$ cat config.mk
export PLATFORM = sky130hd
export DESIGN_NAME = uart_wake_rx
export DESIGN_NICKNAME = d
export VERILOG_FILES = /design/src/rtl/uwr_pkg.sv /design/src/rtl/uwr_sync.sv /design/src/rtl/uwr_frame.sv /design/src/rtl/uwr_hold.sv /design/src/rtl/uart_wake_rx.sv
export SDC_FILE = /design/constraint.sdc
export NUM_CORES = 1
export LEC_CHECK = 0
export BUFFER_PORTS_ARGS = -buffer_cell sky130_fd_sc_hd__buf_2
export CAP_MARGIN = 10
export CORE_MARGIN = 2
export CORE_UTILIZATION = 50
export CTS_CLUSTER_SIZE = 14
export DETAILED_ROUTE_END_ITERATION = 7
export HOLD_SLACK_MARGIN = 0.15
export PLACE_DENSITY_LB_ADDON = 0.12
export SKIP_CTS_REPAIR_TIMING = 1
export SLEW_MARGIN = 20
export SYNTH_ARGS = -nofsm -noshare
export SYNTH_HDL_FRONTEND = slang
export SYNTH_SLANG_ARGS = --single-unit
$ cat constraint.sdc
create_clock -name clk -period 2.1 [get_ports clk]
set_input_delay 0 -clock clk [delete_from_list [all_inputs] [get_ports clk]]
set_output_delay 0 -clock clk [all_outputs]
set_load 0.02 [all_outputs]
$ cat src/rtl/uwr_pkg.sv
package uwr_pkg;
    localparam int DATA_W = 8;

    typedef struct packed {
        logic [DATA_W-1:0] data;
        logic              b9;
        logic              ferr;
    } uwr_word_t;

    typedef enum logic [2:0] {
        FR_IDLE,
        FR_START,
        FR_DATA,
        FR_NINTH,
        FR_STOP
    } fr_state_e;

    typedef enum logic {
        WK_ARMED,
        WK_SEEN
    } wk_phase_e;
endpackage

$ cat src/rtl/uwr_sync.sv
module uwr_sync #(
    parameter int   STAGES    = 2,
    parameter logic RESET_VAL = 1'b1
) (
    input  logic clk,
    input  logic rst_n,
    input  logic d_in,
    output logic d_out
);
    logic [STAGES-1:0] chain_d, chain_q;

    always_comb begin
        chain_d = {chain_q[STAGES-2:0], d_in};
    end

    always_ff @(posedge clk or negedge rst_n) begin
        if (!rst_n) chain_q <= {STAGES{RESET_VAL}};
        else        chain_q <= chain_d;
    end

    assign d_out = chain_q[STAGES-1];
endmodule

$ cat src/rtl/uwr_frame.sv
module uwr_frame
    import uwr_pkg::*;
#(
    parameter int OSR = 16
) (
    input  logic      clk,
    input  logic      rst_n,
    input  logic      tick,
    input  logic      rxs,
    input  logic      en,
    input  logic      nine_en,
    output logic      done,
    output uwr_word_t word
);
    localparam int CW   = $clog2(OSR);
    localparam int BW   = $clog2(DATA_W);
    localparam int MID  = OSR / 2 - 1;
    localparam int LAST = OSR - 1;

    typedef struct packed {
        fr_state_e         st;
        logic [CW-1:0]     cnt;
        logic [BW-1:0]     bitn;
        logic [DATA_W-1:0] sh;
        logic              b9;
    } fr_reg_t;

    fr_reg_t r_d, r_q;

    always_comb begin
        r_d  = r_q;
        done = 1'b0;
        word = '{data: r_q.sh, b9: r_q.b9, ferr: ~rxs};
        if (!en) begin
            r_d.st  = FR_IDLE;
            r_d.cnt = '0;
        end else if (tick) begin
            case (r_q.st)
                FR_IDLE: begin
                    if (!rxs) begin
                        r_d.st  = FR_START;
                        r_d.cnt = '0;
                    end
                end
                FR_START: begin
                    if (r_q.cnt == CW'(MID)) begin
                        r_d.cnt  = '0;
                        r_d.bitn = '0;
                        r_d.b9   = 1'b0;
                        r_d.st   = rxs ? FR_IDLE : FR_DATA;
                    end else begin
                        r_d.cnt = r_q.cnt + CW'(1);
                    end
                end
                FR_DATA: begin
                    if (r_q.cnt == CW'(LAST)) begin
                        r_d.cnt = '0;
                        r_d.sh  = {rxs, r_q.sh[DATA_W-1:1]};
                        if (r_q.bitn == BW'(DATA_W - 1))
                            r_d.st = nine_en ? FR_NINTH : FR_STOP;
                        else
                            r_d.bitn = r_q.bitn + BW'(1);
                    end else begin
                        r_d.cnt = r_q.cnt + CW'(1);
                    end
                end
                FR_NINTH: begin
                    if (r_q.cnt == CW'(LAST)) begin
                        r_d.cnt = '0;
                        r_d.b9  = rxs;
                        r_d.st  = FR_STOP;
                    end else begin
                        r_d.cnt = r_q.cnt + CW'(1);
                    end
                end
                FR_STOP: begin
                    if (r_q.cnt == CW'(LAST)) begin
                        done    = 1'b1;
                        r_d.cnt = '0;
                        r_d.st  = FR_IDLE;
                    end else begin
                        r_d.cnt = r_q.cnt + CW'(1);
                    end
                end
                default: r_d.st = FR_IDLE;
            endcase
        end
    end

    always_ff @(posedge clk or negedge rst_n) begin
        if (!rst_n) r_q <= '{st: FR_IDLE, cnt: '0, bitn: '0, sh: '0, b9: 1'b0};
        else        r_q <= r_d;
    end

    // a sample at the start midpoint that finds the line high returns to idle
    a_r5_glitch_reject: assert property (@(posedge clk) disable iff (!rst_n)
        (en && tick && r_q.st == FR_START && r_q.cnt == CW'(MID) && rxs) |=> r_q.st == FR_IDLE);

    // a word completes only from the stop state
    a_r2_done_from_stop: assert property (@(posedge clk) disable iff (!rst_n)
        done |-> (r_q.st == FR_STOP && en && tick));
endmodule

$ cat src/rtl/uwr_hold.sv
module uwr_hold
    import uwr_pkg::*;
#(
    parameter int DEPTH = 2
) (
    input  logic      clk,
    input  logic      rst_n,
    input  logic      push,
    input  uwr_word_t wdata,
    input  logic      pop,
    output uwr_word_t head,
    output logic      empty,
    output logic      full
);
    localparam int PW   = (DEPTH > 1) ? $clog2(DEPTH) : 1;
    localparam int CNTW = $clog2(DEPTH + 1);

    typedef struct packed {
        uwr_word_t [DEPTH-1:0] mem;
        logic [PW-1:0]         wp;
        logic [PW-1:0]         rp;
        logic [CNTW-1:0]       cnt;
    } hold_reg_t;

    hold_reg_t h_d, h_q;
    logic do_pop, do_push;

    always_comb begin
        h_d     = h_q;
        do_pop  = pop && (h_q.cnt != '0);
        do_push = push && ((h_q.cnt != CNTW'(DEPTH)) || do_pop);
        if (do_push) begin
            h_d.mem[h_q.wp] = wdata;
            h_d.wp = (h_q.wp == PW'(DEPTH - 1)) ? '0 : h_q.wp + PW'(1);
        end
        if (do_pop)
            h_d.rp = (h_q.rp == PW'(DEPTH - 1)) ? '0 : h_q.rp + PW'(1);
        if (do_push && !do_pop)      h_d.cnt = h_q.cnt + CNTW'(1);
        else if (do_pop && !do_push) h_d.cnt = h_q.cnt - CNTW'(1);
    end

    always_ff @(posedge clk or negedge rst_n) begin
        if (!rst_n) h_q <= '0;
        else        h_q <= h_d;
    end

    assign head  = h_q.mem[h_q.rp];
    assign empty = (h_q.cnt == '0);
    assign full  = (h_q.cnt == CNTW'(DEPTH));

    // occupancy never exceeds the buffer depth
    a_r6_count_bound: assert property (@(posedge clk) disable iff (!rst_n)
        h_q.cnt <= CNTW'(DEPTH));

    // the owner never offers a word to a full buffer without popping
    a_r7_no_push_full: assert property (@(posedge clk) disable iff (!rst_n)
        (push && full) |-> pop);
endmodule

$ cat src/rtl/uart_wake_rx.sv
module uart_wake_rx
    import uwr_pkg::*;
#(
    parameter int OSR         = 16,
    parameter int DEPTH       = 2,
    parameter int SYNC_STAGES = 2
) (
    input  logic              clk,
    input  logic              rst_n,
    input  logic              baud_tick,
    input  logic              rx_in,
    input  logic              rx_en,
    input  logic              nine_bit,
    input  logic              wake_set,
    input  logic              rd_stb,
    output logic [DATA_W-1:0] rd_data,
    output logic              rd_bit9,
    output logic              rx_irq,
    output logic              frame_err,
    output logic              overrun,
    output logic              wake_en
);
    typedef struct packed {
        logic      wake_en;
        wk_phase_e phase;
        logic      wake_flag;
        logic      ovr;
        logic      rx_prev;
    } top_reg_t;

    top_reg_t  t_d, t_q;
    logic      rxs, fall, rise;
    logic      fr_done, fr_en;
    uwr_word_t fr_word, head;
    logic      buf_empty, buf_full, buf_push, word_ok;

    uwr_sync #(.STAGES(SYNC_STAGES), .RESET_VAL(1'b1)) u_sync (
        .clk(clk), .rst_n(rst_n), .d_in(rx_in), .d_out(rxs)
    );

    assign fr_en = rx_en & ~t_q.wake_en;

    uwr_frame #(.OSR(OSR)) u_frame (
        .clk(clk), .rst_n(rst_n), .tick(baud_tick), .rxs(rxs),
        .en(fr_en), .nine_en(nine_bit), .done(fr_done), .word(fr_word)
    );

    uwr_hold #(.DEPTH(DEPTH)) u_hold (
        .clk(clk), .rst_n(rst_n), .push(buf_push), .wdata(fr_word),
        .pop(rd_stb), .head(head), .empty(buf_empty), .full(buf_full)
    );

    always_comb begin
        t_d      = t_q;
        fall     = t_q.rx_prev & ~rxs;
        rise     = ~t_q.rx_prev & rxs;
        word_ok  = fr_done && !t_q.ovr;
        buf_push = word_ok && (!buf_full || rd_stb);

        if (rd_stb) t_d.wake_flag = 1'b0;
        if (t_q.wake_en) begin
            if (t_q.phase == WK_ARMED && fall) begin
                t_d.wake_flag = 1'b1;
                t_d.phase     = WK_SEEN;
            end else if (t_q.phase == WK_SEEN && rise) begin
                t_d.wake_en = 1'b0;
            end
        end
        if (wake_set) begin
            t_d.wake_en = 1'b1;
            t_d.phase   = WK_ARMED;
        end

        if (word_ok && buf_full && !rd_stb) t_d.ovr = 1'b1;
        if (!rx_en) t_d.ovr = 1'b0;
        t_d.rx_prev = rxs;
    end

    always_ff @(posedge clk or negedge rst_n) begin
        if (!rst_n) t_q <= '{wake_en: 1'b0, phase: WK_ARMED, wake_flag: 1'b0, ovr: 1'b0, rx_prev: 1'b1};
        else        t_q <= t_d;
    end

    assign rd_data   = buf_empty ? '0 : head.data;
    assign rd_bit9   = ~buf_empty & head.b9;
    assign frame_err = ~buf_empty & head.ferr;
    assign rx_irq    = ~buf_empty | t_q.wake_flag;
    assign overrun   = t_q.ovr;
    assign wake_en   = t_q.wake_en;

    // overrun is sticky while reception stays enabled
    a_r7_ovr_sticky: assert property (@(posedge clk) disable iff (!rst_n)
        (t_q.ovr && rx_en) |=> t_q.ovr);

    // a low enable clears overrun
    a_r7_ovr_clear: assert property (@(posedge clk) disable iff (!rst_n)
        !rx_en |=> !t_q.ovr);

    // the framer completes nothing once wake mode is settled
    a_r9_quiet_in_wake: assert property (@(posedge clk) disable iff (!rst_n)
        ($past(t_q.wake_en) && t_q.wake_en) |-> !fr_done);

    // a falling edge while armed raises the interrupt
    a_r10_edge_irq: assert property (@(posedge clk) disable iff (!rst_n)
        (t_q.wake_en && t_q.phase == WK_ARMED && fall && !wake_set) |=> rx_irq);

    // the watch bit drops only after a rising line edge
    a_r11_clear_on_rise: assert property (@(posedge clk) disable iff (!rst_n)
        $fell(t_q.wake_en) |-> ($past(rxs) && !$past(t_q.rx_prev)));
endmodule

==> flow_metrics.tcl, run 1 <==
set metrics [dict create \
    outcome "finished clean" \
    synth-edff-count 0 \
    routabilityCongestion 0.811 \
    cp.arrival_ps 2180 \
    die_x_um 73.1 \
    cts-buffers-inserted 5 \
    grt_pass1_wl_mm 7.62 \
    synth_top_family_by_area "multiplexers" \
    initial_core_util_pct 51.2 \
    routed_wl_mm 4.49 \
    period_share_pct 94.2 \
    antenna_found_initial 0 \
    place_area_sq_mm 0.00258 \
    maxSlewHeadroom_pct 57.6 \
    ir_worst_vdd_mv 0.396 \
    grt_usage_pct 18.5 \
    dpl.hpwl_mm 3.11 \
    gr-total-overflow 0 \
    n_fill_cell 384 \
    synth_ff_type "dfrtp_1" \
    top_layer "met4" \
    tightest_slew_ps 635 \
    fin_area_sq_mm 0.00277 \
    yosys.area.top_type "dfrtp_1" \
    syn-cell-area_sq_mm 0.00239 \
    leakagePower_nw 1.35 \
    cp_num_buf_inv 1 \
    die_area_sq_mm 0.00535 \
    synthTopCellsByArea "dfrtp_1 (49%), mux2_2 (14%), mux2i_1 (5.4%)" \
    ant_nets 0 \
    total_power_mw 1.60 \
    synth.distinct_cells 44 \
    cts.path.max_buffers 2 \
    report.final.slew_viol_count 0 \
    wl_met2_mm 2.04 \
    cap_violations 0 \
    tns_ps 0 \
    hp-class "in2async" \
    max_stage_delay_ps 390 \
    reg2reg_to "u_hold.h_q[13]" \
    path_delay_family "simple AND/OR/NAND/NOR gates" \
    viasPerCell 5.60 \
    reg2regPathDepth 6 \
    drc_errors 0 \
    path_clk_slew_ps 90 \
    worstSetupPathType "reg2reg" \
    synth.area.mux_share_pct 20.1 \
    cts_sinks 50 \
    wire_per_inst_um 15.4 \
    drt_iter0_drc 106 \
    drtPass1Iterations 4 \
    fp.dieH_um 73.1 \
    grt_pass1_vias 1596 \
    synthArstFlopShare_pct 100 \
    num_io_pins 21 \
    synth_fp_nets 212 \
    cts_tree "built" \
    synth_seq_cells 50 \
    fin_skew_ps 6.55 \
    route.met3.wl_um 177 \
    core_sq_mm 0.00466 \
    htreeDepth 2 \
    met1_length_mm 2.20 \
    clk_latency_ps 300 \
    path_cells "ha_1 > and4b_2 > and3b_2 > nor3b_4 > clkbuf_4 > mux2_2" \
    cts_root_buf "clkbuf_8" \
    start_kind "register" \
    synth_top_area_share_pct 49.2 \
    slowest_stage "dfrtp_1" \
    synth_cells 200 \
    rsz0062_at_grt "no" \
    hold_slack_ps 324 \
    synthAdderAreaFrac_pct 2.10 \
    area_growth_pct 15.9 \
    critPathRequiredTime_ps 2300 \
    syn_area_per_cell_sq_um 11.9 \
    timing.reg2reg.setup_slack_ps 120 \
    ys_warn_count 0 \
    num_vias 1636 \
    cp-end-kind "register" \
    period_needed_ps 1980 \
    synthTopCellsByCount "dfrtp_1 (47), mux2_2 (29), nor2_1 (19)" \
    hold_viol_final 0 \
    ys_seq_area_share_pct 52.5 \
    synthXorXnorAreaFrac_pct 2.57 \
    fp-row-count 25 \
    fmax_mhz 506 \
    cellPowerDensity_mw_per_mm2 577 \
    setup_violations 0 \
    grt_max_degree 51 \
    nets 249 \
    synth_simple_gate_area_share_pct 13.8 \
    io_buffers 20 \
    antenna_cells 0 \
    worst_r2r_startpoint "u_frame.r_q[12]" \
    crit_fanout 5 \
    post-synth-top-count-cell "dfrtp_1" \
    synth_compound_area_share_pct 6.39 \
    drive_above_1_share_pct 31.9 \
]
-- registers in the layout (all words and copies together) (netlist names) --
name,count
overrun,1
u_frame.word,9
u_hold.h_q,24
u_frame.r_q,10
u_sync.chain_q,2
t_q,3
wake_en,1
-- metrics by stage --
step                setup WS (ps)  std cells  util [%]
floorplan                     292        200         -
global placement              147        275      55.3
detailed placement           95.7        275      55.3
CTS                          76.8        283      57.2
global route                 31.6        292      59.4
finish                        122        292      59.4
-- power by group --
part / internal, mW / switching (mW)
clock: 0.234 / 0.321
sequential: 0.971 / 0.00485
combinational: 0.0262 / 0.0408
-- layer usage --
layer  GRT usage (%)  vias up
met5               0        -
met4            5.56        0
met3            4.56        7
met2            28.4       39
met1            25.9      807
li1                -      783
-- cell usage in the layout (no fill, tap or decap), types with 2 or more instances in the layout --
| master | count |
|---|---|
| a21oi_1 | 5 |
| nor2_1 | 19 |
| nand2b_1 | 3 |
| or3_1 | 3 |
| buf_4 | 8 |
| dlygate4sd3_1 | 8 |
| xnor2_1 | 4 |
| nor2b_1 | 2 |
| o21ai_0 | 5 |
| buf_2 | 20 |
| nand3_1 | 6 |
| mux2_2 | 29 |
| xor2_1 | 3 |
| dfstp_2 | 3 |
| nand2_1 | 11 |
| and3_1 | 3 |
| mux2i_1 | 13 |
| nand3b_1 | 3 |
| inv_1 | 6 |
| clkbuf_8 | 5 |
| mux2_1 | 2 |
| ha_1 | 4 |
| a21o_1 | 2 |
| dfrtp_1 | 47 |
-- worst max path at each step --
stage | start | end | slack, ps | depth (start not counted)
6_report | u_frame.r_q[12] | u_hold.h_q[13] | 120 | 6
3_3_place_gp | u_frame.r_q[12] | u_hold.h_q[10] | 150 | 6
2_1_floorplan | wake_en | u_hold.h_q[10] | 290 | 5
5_1_grt | u_frame.r_q[12] | u_hold.h_q[12] | 30 | 6
3_5_place_dp | u_frame.r_q[12] | u_hold.h_q[13] | 100 | 6
4_1_cts | u_frame.r_q[12] | u_hold.h_q[11] | 80 | 6
-- kinds of logic after synthesis --
kind of cell / after synthesis
muxes: 44
buffers and inverters: 13
xor gates and xnor gates: 7
and+or+nand+nor: 62
DFF: 50
AOI/OAI and AO/OA: 20
adders and majority gates: 4
-- worst reg2reg max path, delay by kind of cell, from the launching register on --
family                   cells  cell delay (ps)
adder cells (fa/ha/maj)      1              220
buffers and inverters        1              210
flip-flops                   1              390
AND/OR/NAND/NOR              3              730
multiplexers                 1              330
-- area by class of cell --
class	count	area (sq um)	share of cell area, %
clock buffers	5	68.8	2.49
clock inverters	3	21.3	0.768
inverters	6	22.5	0.813
multi-input cells	137	1090	39.2
flip-flops and latches	50	1250	45.3
well taps	54	67.6	2.44
repair buffers	37	248	8.95
Note: power is estimated with default switching activity, not from simulation.
==> inputs of run 2 (changes only) <==
--- a/config.mk
+++ b/config.mk
@@ -5,8 +5,9 @@
 export SDC_FILE = /design/constraint.sdc
 export NUM_CORES = 1
 export LEC_CHECK = 0
-export BUFFER_PORTS_ARGS = -buffer_cell sky130_fd_sc_hd__buf_2
+export BUFFER_PORTS_ARGS = -buffer_cell sky130_fd_sc_hd__clkbuf_2
 export CAP_MARGIN = 10
+export CORE_ASPECT_RATIO = 0.6
 export CORE_MARGIN = 2
 export CORE_UTILIZATION = 50
 export CTS_CLUSTER_SIZE = 14
==> run 2 against run 1 <==
Net effect: largest cell class unchanged; global-route usage rose by 0.93 points; first-iteration DRC count fell by 32%; setup slack got worse by 22 ps; count of clock-buffer cells in the layout rose by 2; largest power group unchanged; maximum frequency fell by 1.1%; sequential power barely moved.
==> flow_metrics.tcl, run 2 (same netlist as run 1, synthesis figures left out) <==
set metrics [dict create \
    tightest_slew_ps 701 \
    grt_pass1_wl_mm 7.89 \
    grt_max_degree 24 \
    dp_slack_ps 36.5 \
    tns_ps 0 \
    leakagePower_nw 1.36 \
    htreeDepth 2 \
    start_kind "register" \
    critPathRequiredTime_ps 2290 \
    fp.dieH_um 57.5 \
    fp-row-count 19 \
    grt_usage_pct 19.4 \
    cp_num_buf_inv 1 \
    layout_commonest_cell "dfrtp_1" \
    worst-path-stages 6 \
    cts_tree "built" \
    numPlacedInstances 285 \
    maxSlewHeadroom_pct 53.3 \
    area_growth_pct 17.5 \
    rsz0062_at_grt "no" \
    routabilityCongestion 0.842 \
    path_clk_slew_ps 90 \
    cp.arrival_ps 2190 \
    hold_viol_final 0 \
    drt_iter0_drc 72 \
    fmax_mhz 500 \
    core_sq_mm 0.00459 \
    antenna_cells 0 \
    clk_latency_ps 300 \
    dpl.hpwl_mm 3.43 \
    viasPerCell 5.38 \
    largest_reg_flops 24 \
    wire_per_inst_um 15.8 \
    num_io_pins 21 \
    io_buffers 20 \
    gr-total-overflow 0 \
    initial_core_util_pct 52.1 \
    fin_area_sq_mm 0.00281 \
    die_x_um 93.2 \
    cts_sinks 50 \
    antenna_found_initial 0 \
    outcome "finished clean" \
    slowest_stage "dfrtp_1" \
    largest_register "u_hold.h_q" \
    max_stage_delay_ps 390 \
    cp-end-kind "register" \
    cts-buffers-inserted 5 \
    ant_nets 0 \
    crit_fanout 5 \
    cts.path.max_buffers 2 \
    cellPowerDensity_mw_per_mm2 608 \
    routed_wl_mm 4.78 \
    period_needed_ps 2000 \
    reg2regPathDepth 6 \
    total_power_mw 1.71 \
    report.final.slew_viol_count 0 \
    ir_worst_vdd_mv 0.329 \
    hold_slack_ps 208 \
    worstSetupPathType "reg2reg" \
    cap_violations 0 \
    period_share_pct 95.2 \
    drc_errors 0 \
    fin_skew_ps 6.82 \
    worst_slack_ps 99.8 \
    drive_above_1_share_pct 31.7 \
    hp-class "in2async" \
    num_vias 1630 \
    drtPass1Iterations 4 \
    die_area_sq_mm 0.00536 \
    place_area_sq_mm 0.00260 \
    grt_pass1_vias 1633 \
    path_delay_family "simple AND/OR/NAND/NOR gates" \
    path_cells "ha_1 > and4b_2 > and3b_1 > nor3b_4 > clkbuf_4 > mux2_2" \
    cts_root_buf "clkbuf_8" \
    fin_util_pct 61.2 \
    final_cells 303 \
    n_fill_cell 387 \
    final_cell_mix "dfrtp_1 (47), mux2_2 (29), clkbuf_2 (20)" \
    nets 251 \
    setup_violations 0 \
]
==> run 2: changes by cell type in the layout (fill, tap and decap cells not counted) <==
cell and change:
buf_4 +3, clkbuf_1 +2, clkbuf_2 +20, and3b_1 +1, bufinv_16 +1, and3b_2 -1, clkinv_2 -1, clkinvlp_4 -1
dlygate4sd3_1 -1, clkinv_4 -1, buf_2 -20
==> run 2: worst reg2reg max path: stages, from the launching register on <==
cell,delay (ps)
dfrtp_1,390
ha_1,220
and4b_2,270
and3b_1,220
nor3b_4,230
clkbuf_4,230
mux2_2,340
==> run 2: worst paths after layout <==
kind                              startpoint           endpoint  slack, ps
max                          u_frame.r_q[13]     u_hold.h_q[13]        100
min                                    rst_n    u_frame.word[9]        210
max reg2reg                  u_frame.r_q[13]     u_hold.h_q[13]        100
min reg2reg                u_sync.chain_q[0]  u_sync.chain_q[1]        360
max in group asynchronous              rst_n    u_frame.r_q[12]       1240
min in group clk                       rx_in  u_sync.chain_q[0]        320
==> run 2: report_power, final <==
part | switching, mW | leakage (nW) | internal (mW) | total [mW]
logic | 0.0432 | 0.631 | 0.0285 | 0.0718
clock network | 0.303 | 0.0524 | 0.357 | 0.660
registers | 0.00541 | 0.681 | 0.971 | 0.977
==> run 2: cell type report <==
class | instances | area (sq um) | share of cell area [%]
clock buffers | 7 | 76.3 | 2.72
inverters | 6 | 22.5 | 0.802
clock inverters | 1 | 30.0 | 1.07
well taps | 63 | 78.8 | 2.81
repair buffers | 39 | 260 | 9.27
multi-input cells | 137 | 1080 | 38.6
flip-flops and latches | 50 | 1250 | 44.7
==> run 2: metal layers <==
layer  vias to the layer above  share of wire, %  wire, um  GRT usage [%]
li1                        786                 -         -              -
met1                       811                53      2530           29.9
met2                        27                43      2030           27.4
met3                         6               3.3       157           4.10
met4                         0               1.2        57           6.51
met5                         -                 0         0              0
==> inputs of run 3 (changes only) <==
--- a/config.mk
+++ b/config.mk
@@ -9,11 +9,11 @@
 export CAP_MARGIN = 10
 export CORE_ASPECT_RATIO = 0.6
 export CORE_MARGIN = 2
-export CORE_UTILIZATION = 50
+export CORE_UTILIZATION = 48
 export CTS_CLUSTER_SIZE = 14
 export DETAILED_ROUTE_END_ITERATION = 7
 export HOLD_SLACK_MARGIN = 0.15
-export PLACE_DENSITY_LB_ADDON = 0.12
+export PLACE_DENSITY = 0.71
 export SKIP_CTS_REPAIR_TIMING = 1
 export SLEW_MARGIN = 20
 export SYNTH_ARGS = -nofsm -noshare
==> run 3 against run 2 <==
Net effect: sequential cell count unchanged; sequential share of layout area is essentially flat; maximum frequency rose by 3.0%; global-route usage down 0.84 points; count of clock-buffer cells in the layout decreased by 1; non-clock buffer count up 1; critical path type unchanged; largest power group unchanged.
==> flow_metrics.tcl, run 3 (same netlist as run 1, synthesis figures left out) <==
set metrics [dict create \
    initial_core_util_pct 51.0 \
    die_area_sq_mm 0.00557 \
    fp.dieH_um 58.6 \
    leakagePower_nw 1.36 \
    setup_violations 0 \
    wire_per_inst_um 15.3 \
    critPathRequiredTime_ps 2280 \
    grt_pass1_wl_mm 7.82 \
    core_sq_mm 0.00468 \
    reg2reg_to "u_hold.h_q[9]" \
    clkPwrFrac_pct 38.8 \
    cp-end-kind "register" \
    clk_latency_ps 300 \
    seq_power_share_pct 56.9 \
    timing.reg2reg.setup_slack_ps 160 \
    area_growth_pct 17.6 \
    cts.path.max_buffers 2 \
    period_share_pct 92.5 \
    path_clk_slew_ps 90 \
    rsz0062_at_grt "no" \
    num_io_pins 21 \
    ant_nets 0 \
    io_buffers 20 \
    sw_frac_of_total_pct 21.0 \
    hold_slack_ps 142 \
    tightest_slew_ps 641 \
    routabilityCongestion 0.816 \
    gr-total-overflow 0 \
    worstSetupPathType "reg2reg" \
    antenna_found_initial 0 \
    grt_max_degree 24 \
    nets 252 \
    switchingPower_mw 0.360 \
    start_kind "register" \
    final_cell_mix "dfrtp_1 (47), mux2_2 (29), clkbuf_2 (20)" \
    cts-buffers-inserted 5 \
    seq_area_sq_mm 0.00125 \
    hp-class "in2async" \
    cap_violations 0 \
    antenna_cells 0 \
    maxSlewHeadroom_pct 57.3 \
    worst_r2r_startpoint "u_frame.r_q[12]" \
    drt_iter0_drc 61 \
    dpl.hpwl_mm 3.33 \
    cts_root_buf "clkbuf_8" \
    grt_usage_pct 18.6 \
    die_x_um 95.1 \
    viasPerCell 5.29 \
    grt_pass1_vias 1543 \
    reg2regPathDepth 6 \
    drc_errors 0 \
    multiInputGateArea_sq_mm 0.00107 \
    report.final.slew_viol_count 0 \
    hold_viol_final 0 \
    cp.arrival_ps 2120 \
    largest_reg_flops 24 \
    largest_register "u_hold.h_q" \
    ir_worst_vdd_mv 0.398 \
    tns_ps 0 \
    num_vias 1607 \
    drtPass1Iterations 4 \
    fin_skew_ps 10.3 \
    outcome "finished clean" \
    p_int_mw 1.36 \
    fin_util_pct 60.0 \
    power_frac_comb_pct 4.3 \
    period_needed_ps 1940 \
    drive_above_1_share_pct 31.1 \
    crit_fanout 10 \
    layout_commonest_cell "dfrtp_1" \
    cts_tree "built" \
    n_fill_cell 399 \
    routed_wl_mm 4.66 \
    fmax_mhz 515 \
    htreeDepth 2 \
    cellPowerDensity_mw_per_mm2 611 \
    fp-row-count 19 \
    cts_sinks 50 \
]
-- run 3: changes by cell type in the layout (fill, tap and decap cells not counted) --
cell | previous run | this run
and4b_1 | 0 | 1
and4b_2 | 1 | 0
buf_4 | 11 | 12
clkbuf_1 | 2 | 1
clkbuf_4 | 1 | 0
clkinvlp_4 | 0 | 1
dlygate4sd3_1 | 7 | 8
nor3b_1 | 1 | 2
nor3b_4 | 1 | 0
-- run 3: final cells by class --
| cell class | instances | area share, % |
|---|---|---|
| Clock buffer | 6 | 2.58 |
| Clock inverter | 2 | 1.34 |
| Multi-Input combinational cell | 137 | 38.2 |
| Timing Repair Buffer | 40 | 9.62 |
| Inverter | 6 | 0.802 |
| Tap cell | 63 | 2.81 |
| Sequential cell | 50 | 44.7 |
-- run 3: per-stage QoR --
| stage | setup WS, ps | cell area (sq um) | cells | power [mW] |
|---|---|---|---|---|
| after floorplan | 292 | 2390 | 200 | 1.02 |
| after global placement | 250 | 2620 | 288 | 1.06 |
| after detailed placement | 180 | 2620 | 288 | 1.06 |
| after CTS | 148 | 2730 | 296 | 1.73 |
| after global routing | 50.2 | 2810 | 304 | 1.80 |
| final | 158 | 2810 | 304 | 1.72 |
-- run 3: power by group through the flow --
| stage | Clock [mW] | Combinational, mW | Sequential [mW] |
|---|---|---|---|
| 2_1_floorplan | 0 | 0.0215 | 0.995 |
| 3_3_place_gp | 0 | 0.0648 | 0.994 |
| 3_5_place_dp | 0 | 0.0651 | 0.995 |
| 4_1_cts | 0.687 | 0.0655 | 0.976 |
| 5_1_grt | 0.736 | 0.0825 | 0.977 |
| 6_report | 0.666 | 0.0740 | 0.976 |
-- run 3: worst max-delay path by stage --
| stage | endpoint | slack (ps) | from | cells after the start |
|---|---|---|---|---|
| after floorplan | u_hold.h_q[10] | 290 | wake_en | 5 |
| after CTS | u_hold.h_q[9] | 150 | u_frame.r_q[13] | 6 |
| after global routing | u_hold.h_q[9] | 50 | u_frame.r_q[13] | 6 |
| final | u_hold.h_q[9] | 160 | u_frame.r_q[12] | 6 |
| after global placement | u_hold.h_q[11] | 250 | u_frame.r_q[12] | 6 |
| after detailed placement | u_hold.h_q[9] | 180 | u_frame.r_q[13] | 6 |
-- run 3: worst max-delay path, stage by stage, from the launching register on --
cell	delay [ps]
dfrtp_1	380
ha_1	220
and4b_1	220
and3b_1	230
nor3b_1	200
buf_4	220
mux2_2	350
-- run 3: metal layers --
metal / up-vias / global-route usage, % / wire (um)
met5: - / 0 / 0
met4: 0 / 3.11 / 12
met3: 2 / 4.48 / 147
met2: 21 / 26.1 / 1930
met1: 799 / 29.6 / 2570
li1: 785 / - / -
